### src/rtl/vtag_pkg.sv
package vtag_pkg;
  localparam int TPID_W = 16;
  localparam int VID_W  = 12;
  localparam int PCP_W  = 3;

  typedef enum logic [1:0] {
    ACT_KEEP   = 2'd0,
    ACT_INSERT = 2'd1,
    ACT_REMOVE = 2'd2,
    ACT_REMARK = 2'd3
  } vtag_act_e;

  typedef struct packed {
    vtag_act_e          act;
    logic               tgt_stag;
    logic [VID_W-1:0]   vid;
    logic [PCP_W-1:0]   pcp;
    logic [TPID_W-1:0]  stag_tpid;
  } vtag_cfg_t;

  typedef enum logic [2:0] {
    ST_HDR    = 3'd0,
    ST_INS    = 3'd1,
    ST_CAP    = 3'd2,
    ST_DROP   = 3'd3,
    ST_REPLAY = 3'd4,
    ST_BODY   = 3'd5
  } vtag_st_e;
endpackage

### src/rtl/vtag_cfg_latch.sv
module vtag_cfg_latch
  import vtag_pkg::*;
(
  input  logic      clk,
  input  logic      rst_n,
  input  logic      capture,
  input  vtag_cfg_t cfg_d,
  output vtag_cfg_t cfg_q
);
  always_ff @(posedge clk) begin
    if (!rst_n)       cfg_q <= '0;
    else if (capture) cfg_q <= cfg_d;
  end
endmodule

### src/rtl/vtag_tag_build.sv
module vtag_tag_build
  import vtag_pkg::*;
#(
  parameter logic [TPID_W-1:0] CTAG_TPID = 16'h8100
) (
  input  vtag_cfg_t         cfg,
  input  logic [1:0]        idx,
  output logic [TPID_W-1:0] tpid,
  output logic [7:0]        tag_byte
);
  logic [15:0] tci;

  always_comb begin
    tpid = cfg.tgt_stag ? cfg.stag_tpid : CTAG_TPID;
    tci  = {cfg.pcp, 1'b0, cfg.vid};
    case (idx)
      2'd0:    tag_byte = tpid[15:8];
      2'd1:    tag_byte = tpid[7:0];
      2'd2:    tag_byte = tci[15:8];
      default: tag_byte = tci[7:0];
    endcase
  end
endmodule

### src/rtl/vtag_tpid_cmp.sv
module vtag_tpid_cmp
  import vtag_pkg::*;
(
  input  logic [7:0]        hi,
  input  logic [7:0]        lo,
  input  logic [TPID_W-1:0] tpid,
  output logic              hit
);
  assign hit = ({hi, lo} == tpid);
endmodule

### src/rtl/vtag_egress_editor.sv
module vtag_egress_editor
  import vtag_pkg::*;
#(
  parameter int                MAC_BYTES = 12,
  parameter logic [TPID_W-1:0] CTAG_TPID = 16'h8100
) (
  input  logic                 clk,
  input  logic                 rst_n,
  input  logic                 in_valid,
  output logic                 in_ready,
  input  logic [7:0]           in_data,
  input  logic                 in_sof,
  input  logic                 in_eof,
  input  logic [1:0]           cfg_action,
  input  logic                 cfg_tgt_stag,
  input  logic [VID_W-1:0]     cfg_vid,
  input  logic [PCP_W-1:0]     cfg_pcp,
  input  logic [TPID_W-1:0]    cfg_stag_tpid,
  output logic                 out_valid,
  input  logic                 out_ready,
  output logic [7:0]           out_data,
  output logic                 out_sof,
  output logic                 out_eof
);
  localparam int HCNT_W = $clog2(MAC_BYTES);
  localparam logic [HCNT_W-1:0] HDR_LAST = HCNT_W'(MAC_BYTES - 1);
  localparam int TAG_BYTES = (TPID_W + PCP_W + 1 + VID_W) / 8;
  localparam logic [1:0] TAG_LAST  = 2'(TAG_BYTES - 1);
  localparam logic [1:0] BODY_DONE = 2'd2;

  vtag_st_e          st;
  logic [HCNT_W-1:0] hdr_cnt;
  logic [1:0]        sub_cnt;
  logic [1:0]        body_idx;
  logic [7:0]        buf_hi, buf_lo;
  logic              tag_hit, edit_en;
  logic              in_acc, out_acc;
  logic              cmp_hit;
  logic [TPID_W-1:0] tgt_tpid;
  logic [7:0]        tag_byte;
  vtag_cfg_t         cfg_d, cfg_q;

  assign in_acc  = in_valid & in_ready;
  assign out_acc = out_valid & out_ready;

  always_comb begin
    cfg_d.act       = vtag_act_e'(cfg_action);
    cfg_d.tgt_stag  = cfg_tgt_stag;
    cfg_d.vid       = cfg_vid;
    cfg_d.pcp       = cfg_pcp;
    cfg_d.stag_tpid = cfg_stag_tpid;
  end

  vtag_cfg_latch u_cfg (
    .clk     (clk),
    .rst_n   (rst_n),
    .capture (in_acc && in_sof && st == ST_HDR),
    .cfg_d   (cfg_d),
    .cfg_q   (cfg_q)
  );

  vtag_tag_build #(.CTAG_TPID(CTAG_TPID)) u_tag (
    .cfg      (cfg_q),
    .idx      (sub_cnt),
    .tpid     (tgt_tpid),
    .tag_byte (tag_byte)
  );

  vtag_tpid_cmp u_cmp (
    .hi   (buf_hi),
    .lo   (in_data),
    .tpid (tgt_tpid),
    .hit  (cmp_hit)
  );

  // Output and ready steering per phase
  always_comb begin
    out_valid = 1'b0;
    in_ready  = 1'b0;
    out_data  = in_data;
    out_sof   = 1'b0;
    out_eof   = 1'b0;
    case (st)
      ST_HDR: begin
        out_valid = in_valid;
        in_ready  = out_ready;
        out_sof   = in_sof;
        out_eof   = in_eof;
      end
      ST_INS: begin
        out_valid = 1'b1;
        out_data  = tag_byte;
      end
      ST_CAP, ST_DROP: begin
        in_ready  = 1'b1;
      end
      ST_REPLAY: begin
        out_valid = 1'b1;
        out_data  = (sub_cnt == 2'd0) ? buf_hi : buf_lo;
      end
      ST_BODY: begin
        out_valid = in_valid;
        in_ready  = out_ready;
        out_eof   = in_eof;
        if (edit_en && body_idx == 2'd0)
          out_data = {in_data[7:4], cfg_q.vid[11:8]};
        else if (edit_en && body_idx == 2'd1)
          out_data = cfg_q.vid[7:0];
      end
      default: ;
    endcase
  end

  always_ff @(posedge clk) begin
    if (!rst_n) begin
      st       <= ST_HDR;
      hdr_cnt  <= '0;
      sub_cnt  <= '0;
      body_idx <= BODY_DONE;
      buf_hi   <= '0;
      buf_lo   <= '0;
      tag_hit  <= 1'b0;
      edit_en  <= 1'b0;
    end else begin
      case (st)
        ST_HDR: if (in_acc) begin
          if (in_eof) begin
            hdr_cnt <= '0;
          end else if (hdr_cnt == HDR_LAST) begin
            hdr_cnt  <= '0;
            sub_cnt  <= '0;
            edit_en  <= 1'b0;
            body_idx <= BODY_DONE;
            case (cfg_q.act)
              ACT_KEEP:   st <= ST_BODY;
              ACT_INSERT: st <= ST_INS;
              default:    st <= ST_CAP;
            endcase
          end else begin
            hdr_cnt <= hdr_cnt + 1'b1;
          end
        end
        ST_INS: if (out_ready) begin
          if (sub_cnt == TAG_LAST) st <= ST_BODY;
          else                     sub_cnt <= sub_cnt + 1'b1;
        end
        ST_CAP: if (in_acc) begin
          if (sub_cnt == 2'd0) begin
            buf_hi  <= in_data;
            sub_cnt <= 2'd1;
          end else begin
            buf_lo  <= in_data;
            tag_hit <= cmp_hit;
            sub_cnt <= 2'd0;
            st      <= (cfg_q.act == ACT_REMOVE && cmp_hit) ? ST_DROP : ST_REPLAY;
          end
        end
        ST_DROP: if (in_acc) begin
          if (sub_cnt == 2'd1) st <= ST_BODY;
          else                 sub_cnt <= sub_cnt + 1'b1;
        end
        ST_REPLAY: if (out_ready) begin
          if (sub_cnt == 2'd1) begin
            st       <= ST_BODY;
            edit_en  <= (cfg_q.act == ACT_REMARK) && tag_hit;
            body_idx <= 2'd0;
          end else begin
            sub_cnt <= sub_cnt + 1'b1;
          end
        end
        ST_BODY: if (in_acc) begin
          if (body_idx != BODY_DONE) body_idx <= body_idx + 1'b1;
          if (in_eof) begin
            st      <= ST_HDR;
            hdr_cnt <= '0;
          end
        end
        default: st <= ST_HDR;
      endcase
    end
  end

  // Output beat is held under back-pressure
  assert_out_hold_R1: assert property (@(posedge clk) disable iff (!rst_n)
    (out_valid && !out_ready) |=> (out_valid && $stable(out_data) && $stable(out_eof)));

  // Input contract: a frame never ends inside the tag window
  assert_eof_window_R1: assert property (@(posedge clk) disable iff (!rst_n)
    (in_acc && in_eof) |-> (st == ST_HDR || st == ST_BODY));

  // Insert: the first byte after the MAC addresses is the new TPID high byte, upstream held
  assert_insert_start_R4: assert property (@(posedge clk) disable iff (!rst_n)
    (in_acc && st == ST_HDR && hdr_cnt == HDR_LAST && !in_eof && cfg_q.act == ACT_INSERT)
      |=> (out_valid && !in_ready && out_data == tgt_tpid[15:8]));

  // Remove with matching TPID: next cycle swallows input with no output
  assert_remove_gap_R5: assert property (@(posedge clk) disable iff (!rst_n)
    (st == ST_CAP && in_acc && sub_cnt == 2'd1 && cfg_q.act == ACT_REMOVE && cmp_hit)
      |=> (!out_valid && in_ready));

  // Remark keeps the PCP and DEI nibble of the original tag
  assert_remark_keep_R6: assert property (@(posedge clk) disable iff (!rst_n)
    (out_acc && st == ST_BODY && edit_en && body_idx == 2'd0) |-> (out_data[7:4] == in_data[7:4]));
endmodule

### config.mk
export PLATFORM = sky130hd
export DESIGN_NAME = vtag_egress_editor
export DESIGN_NICKNAME = d
export VERILOG_FILES = /design/src/rtl/vtag_pkg.sv /design/src/rtl/vtag_cfg_latch.sv /design/src/rtl/vtag_tag_build.sv /design/src/rtl/vtag_tpid_cmp.sv /design/src/rtl/vtag_egress_editor.sv
export SDC_FILE = /design/constraint.sdc
export NUM_CORES = 1
export LEC_CHECK = 0
export BUFFER_PORTS_ARGS = -buffer_cell sky130_fd_sc_hd__buf_2
export CORE_MARGIN = 2
export CORE_UTILIZATION = 33
export CTS_BUF_LIST = sky130_fd_sc_hd__clkbuf_8
export CTS_CLUSTER_DIAMETER = 40
export DETAILED_ROUTE_END_ITERATION = 8
export SYNTH_ARGS = -nofsm -noshare
export SYNTH_HDL_FRONTEND = slang
export SYNTH_SLANG_ARGS = --single-unit
### constraint.sdc
create_clock -name clk -period 3 [get_ports clk]
set_input_delay 0.45 -clock clk [delete_from_list [all_inputs] [get_ports clk]]
set_output_delay 0.45 -clock clk [all_outputs]
set_load 0.1 [all_outputs]
# After elaboration in Yosys (flattened, before gate mapping)
# Index checks and enable logic that the tools add are counted.
# word_totals
output_inout_bits	12
regBits	63
input_bits	48
# op_classes
add_sub_neg	3
muxes	56
n_eq_ne	29
bitwise	2
reduce_logical	24
# op_table
op	n
one-hot mux 8 bit (3 select lines)	2
two-way mux 3 bit	13
two-way mux 2 bit	16
inequality test 2 bit, second input constant	14
two-way mux 8 bit	3
two-way mux 4 bit	5
one-hot mux 3 bit (6 select lines)	1
== test 16 bit	1
two-way mux 16 bit	1
AND reduction 11 bit	1
one-hot mux 2 bit (5 select lines)	1
AND reduction 9 bit	1
== test 2 bit, second input constant	4
two-way mux 1 bit	8
one-hot mux 4 bit (2 select lines)	1
AND reduction 8 bit	1
== test 2 x 1 -> 1 bit, second input constant	3
== test 3 x 2 -> 1 bit, second input constant	2
== test 3 bit, second input constant	2
logical AND 1 bit	6
logical NOT 2 bit	3
one-hot mux 1 bit (2 select lines)	3
one-hot mux 2 bit (3 select lines)	1
one-hot mux 3 bit (2 select lines)	1
15 further kinds	20

# Logic depth before layout (Yosys ltp)
# logic_depth
depth_word	7
mapped_depth	9
mapped_depth_nobuf	8

# Modules after synthesis
# From an unflattened synthesis, not the netlist that was laid out.
# unflattened
cells_unflattened	438
hier_area_um2	3897.5
# modules_own_cells
module	cells_each	n_inst	area_per_inst_um2	seq_area_each_um2
vtag_egress_editor	257	1	2072.0	580.6
vtag_cfg_latch	109	1	1316.3	680.7
vtag_tag_build	51	1	331.6	0.0
vtag_tpid_cmp	21	1	177.7	0.0

# Worst setup path before layout
# Ideal clock, no wire load.
# synth_timing
path_type	reg2out
start	register sub_cnt[0]
end	output out_data[5]
path_stages_with_launch	8
arrival_ns	3.594
setup_slack_ns	-1.044
t_required_ns	2.550
cell_sequence	dfxtp_1 > inv_1 > ha_1 > clkbuf_1 > buf_1 > a32o_1 > a21oi_1 > o21ai_0
# synth_between
elab_chain_len	3
word_cells_on_any_way	6
classes_between	eq/ne: 2; mux: 3; reduce/logical: 1
# synth_lines
element	line_no	source
start, declared	vtag_egress_editor.sv:33	logic [1:0] sub_cnt;
start signal, assigned	vtag_egress_editor.sv:145	else sub_cnt <= sub_cnt + 1'b1;
start signal, assigned	vtag_egress_editor.sv:160	else sub_cnt <= sub_cnt + 1'b1;
start signal, assigned	vtag_egress_editor.sv:168	sub_cnt <= sub_cnt + 1'b1;
== test 2 bit, or another cell as far along	vtag_tag_build.sv:16	case (idx)
one-hot mux 8 bit (3 select lines) or two-way mux 8 bit (tied branches)	vtag_tag_build.sv:16, vtag_egress_editor.sv:99	
one-hot mux 8 bit (3 select lines) (*)	vtag_egress_editor.sv:83	case (st)
end, declared	vtag_egress_editor.sv:21	output logic [7:0] out_data,
# Mark *: on every way between the ends. The rest lies on a longest branch, timed or not.

# Worst setup path after layout
# layout_timing
start	register st[1]
end	output out_sof
# layout_between
elab_chain_len	2
# layout_lines
element	line_no	source
start, declared	vtag_egress_editor.sv:31	vtag_st_e st;
start signal, assigned	vtag_egress_editor.sv:155	st <= (cfg_q.act == ACT_REMOVE && cmp_hit) ? ST_DROP : ST_REPLAY;
logical NOT 3 bit	vtag_egress_editor.sv:83	
two-way mux 1 bit	vtag_egress_editor.sv:83	
end, declared	vtag_egress_editor.sv:22	output logic out_sof,
# Every way passes these cells.

==> results.ini <==
[global_route]
grt_pass1_wl_um=17800
grt_antenna_before_repair=0
vias_in_the_first_global_route=3520
grt.total_usage=0.177
maximum_number_of_pins_on_one_net_before_global_route_repair=57
grt_remaining_overflow=0

[floorplanning]
die_area_um2=12600
chipWidth_um=112
floorplan.die.height_um=112
start_util=0.338
core_region_area_um2=11400
std_cell_rows=39
num_io_pins=60

[cts]
cts.reportedPaths.clkPinSlew_ns=0.07
numCtsBuffers=9
clk_latency_ns=0.34
tritoncts=built
postCtsSetupBuffers=0
cts.sinks=63
cts-root-buf=clkbuf_8
ctsResizeCount=0
max-clock-path-buffers=2
post_cts_hold_buffer_count=0
h-tree-depth=3

[hold_path]
worst_hold_path.num_cells=3
min_from=cfg_stag_tpid[3]
hold-path-endpoint=u_cfg.cfg_q[3]$_SDFFE_PN0P_
holdCritPathClass=input pin to flop

[run_status]
run_status=finished, final reports clean

[routing]
totalWireLength_um=11000
via_count=3577
firstDrtPassIters=9
drtAntennaViolNets=0
drt-initial-drc-count=293
vias_per_cell=5.40
route.detailed.wl_per_inst_um=16.6
detail_route.drc_violations=0

[job]
max-cap-violations=0

[yosys]
synth_fa_ha_area_frac=0.0260
post_synth.cell_area_avg_um2=8.40
synth_nets=515
yosys.area.top_type=dfxtp_1
ys_seq_area_frac=0.327
async_reset_ff_frac=0
synth_top_flop_cell=dfxtp_1
yosysTopAreaCellShare=0.327
ys_top_cells_by_area=dfxtp_1, mux2i_1, nor2_1
post_synth_and_or_nand_nor_area_fraction=0.230
synth_edf_count=0
synth_xor_area_frac=0.0273
synthesized_instance_count=459
synth.mux.area_fraction=0.185
synth.yosys.warnings=0
synth.ff_latch_count=63
dominant_combinational_cell_family_by_area_after_synthesis=simple AND/OR/NAND/NOR gates
most_repeated_cell_in_the_gate_level_netlist_after_synthesis=nor2_1
synthesis.area_um2=3850
netlist-cell-type-count=58
complex_gate_fraction_of_the_synthesized_area=0.159
post_synth_most_frequent_cells=nor2_1, mux2i_1, dfxtp_1

[worst_setup_path]
timing.reg2reg.worst_path_depth=7
worstPathArrival_ns=2.46
worst_r2r_setup_slack_ns=0.43
cp_delay_by_family_top=simple AND/OR/NAND/NOR gates
slowest_delay_ns=0.55
setup.worst_path.class=flop to primary output
cp_num_buf_inv=2
crit_path_start_kind=flop
cp_cell_sequence=buf_4 > nor3_1 > and2_0 > buf_2
cp_slowest_cell=nor3_1
crit_fanout=20
cp.required_ns=2.55
worst_setup_path_end_kind=primary output
crit-reg2reg-launch=st[1]$_SDFFE_PN0P_
r2r_end=st[0]$_SDFFE_PN0P_

[power_and_ir_drop]
vdd_drop_max_mv=0.242
cellLeakagePower_nw=2.11
power_density_nw_per_um2=422
p_total_mw=1.96

[final_layout]
layout.nets=570
synthToLayoutAreaGrowth_pct=20.2
drive_above_1_share=0.214
nFillCells=1182
finalInstanceArea_um2=4630
diodes=0

[timing]
report.final.hold_viol_count=0
fmax_ghz=0.344
setup_total_negative_slack_ns=0
timing.final.crit_share=0.970
layout_setup_ws_ns=0.0901
final_period_minus_worst_setup_slack_ns=2.91
tightest_slew_ns=0.727
maxSlewHeadroom=0.515
final_max_slew_violation_count=0
finalSetupViolations=0
fin_skew_ns=0.00687

[place]
finalWeightedCongestion=0.901
portBuffers=59
placedInstanceArea_um2=4350
detailedPlace.worstSlack_ns=0.427
dpl.hpwl_um=8320

-- layer usage --
metal,vias up,part of all wire,global-route usage
met4,0,0.026,0.0618
met3,22,0.054,0.0389
met2,121,0.48,0.297
met5,-,0,0
li1,1767,-,-
met1,1667,0.44,0.226
-- report_power, final --
| group | internal [mW] | switching, mW | leakage (nW) | total, mW |
|---|---|---|---|---|
| registers | 0.853 | 0.0234 | 0.511 | 0.877 |
| clock network | 0.511 | 0.334 | 0.112 | 0.845 |
| logic | 0.0821 | 0.152 | 1.48 | 0.234 |
| total | 1.45 | 0.510 | 2.11 | 1.96 |
-- worst register-to-register path: cells and delay by family, from the launching register on --
kind,cells,cell delay [ns]
buf+inv,1,0.29
simple gates,2,0.35
flops,1,0.79
mux,1,0.34
compound gates,3,0.69
-- through the flow --
step | hold WS (ns) | utilization | instances
after floorplan | 0.459 | - | 459
after global placement | 0.476 | 0.381 | 646
after detailed placement | 0.492 | 0.381 | 646
after CTS | 0.328 | 0.401 | 662
after global routing | 0.338 | 0.406 | 662
final | 0.337 | 0.406 | 662
-- kinds of logic (layout without fill, tap and decap cells) --
group	after synthesis	after routing
AO/OA/AOI/OAI	89	89
XOR/XNOR	12	12
adder cells (fa/ha/maj)	8	8
buffers and inverters	38	98
flip-flops	63	63
multiplexers	71	71
AND/OR/NAND/NOR	178	178
-- layout by cell type, fill, tap and decap left out, drive strengths merged, types with 6 or more instances in the layout --
| cell | synthesis | routed |
|---|---|---|
| a21oi | 18 | 18 |
| a22oi | 7 | 7 |
| and3 | 7 | 7 |
| buf | 14 | 70 |
| clkbuf | 13 | 12 |
| dfxtp | 63 | 63 |
| ha | 8 | 8 |
| inv | 11 | 11 |
| mux2i | 68 | 68 |
| nand2 | 26 | 26 |
| nand2b | 10 | 10 |
| nand3 | 6 | 6 |
| nand4 | 6 | 6 |
| nor2 | 85 | 85 |
| nor3 | 6 | 6 |
| nor3b | 6 | 6 |
| nor4bb | 6 | 6 |
| o21ai | 26 | 26 |
| xnor2 | 6 | 6 |
| xor2 | 6 | 6 |
-- sequential cells by signal, indices dropped and copies added (netlist names) --
| register | flops |
|---|---|
| u_cfg.cfg_q | 34 |
| buf_hi | 8 |
| buf_lo | 8 |
| tag_hit | 1 |
| edit_en | 1 |
| hdr_cnt | 4 |
| body_idx | 2 |
| st | 3 |
| sub_cnt | 2 |
-- how the worst max path moves through the flow --
stage | start | to | cells past startpoint
2_1_floorplan | sub_cnt[0]$_SDFFE_PN0P_ | out_data[5] | 7
3_3_place_gp | sub_cnt[1]$_SDFFE_PN0P_ | out_data[3] | 9
3_5_place_dp | sub_cnt[1]$_SDFFE_PN0P_ | out_data[3] | 9
4_1_cts | sub_cnt[1]$_SDFFE_PN0P_ | out_data[3] | 9
5_1_grt | st[2]$_SDFFE_PN0P_ | out_data[2] | 6
6_report | st[1]$_SDFFE_PN0P_ | out_sof | 4
-- cell type report --
cell class | instances | area (µm²) | area share
Clock buffer | 11 | 151 | 0.0327
Clock inverter | 5 | 80.1 | 0.0173
Inverter | 11 | 41.3 | 0.00891
Multi-Input combinational cell | 358 | 2480 | 0.536
Sequential cell | 63 | 1270 | 0.273
Tap cell | 143 | 179 | 0.0386
Timing Repair Buffer | 71 | 430 | 0.0929
Power figures use the tool's default switching activity.
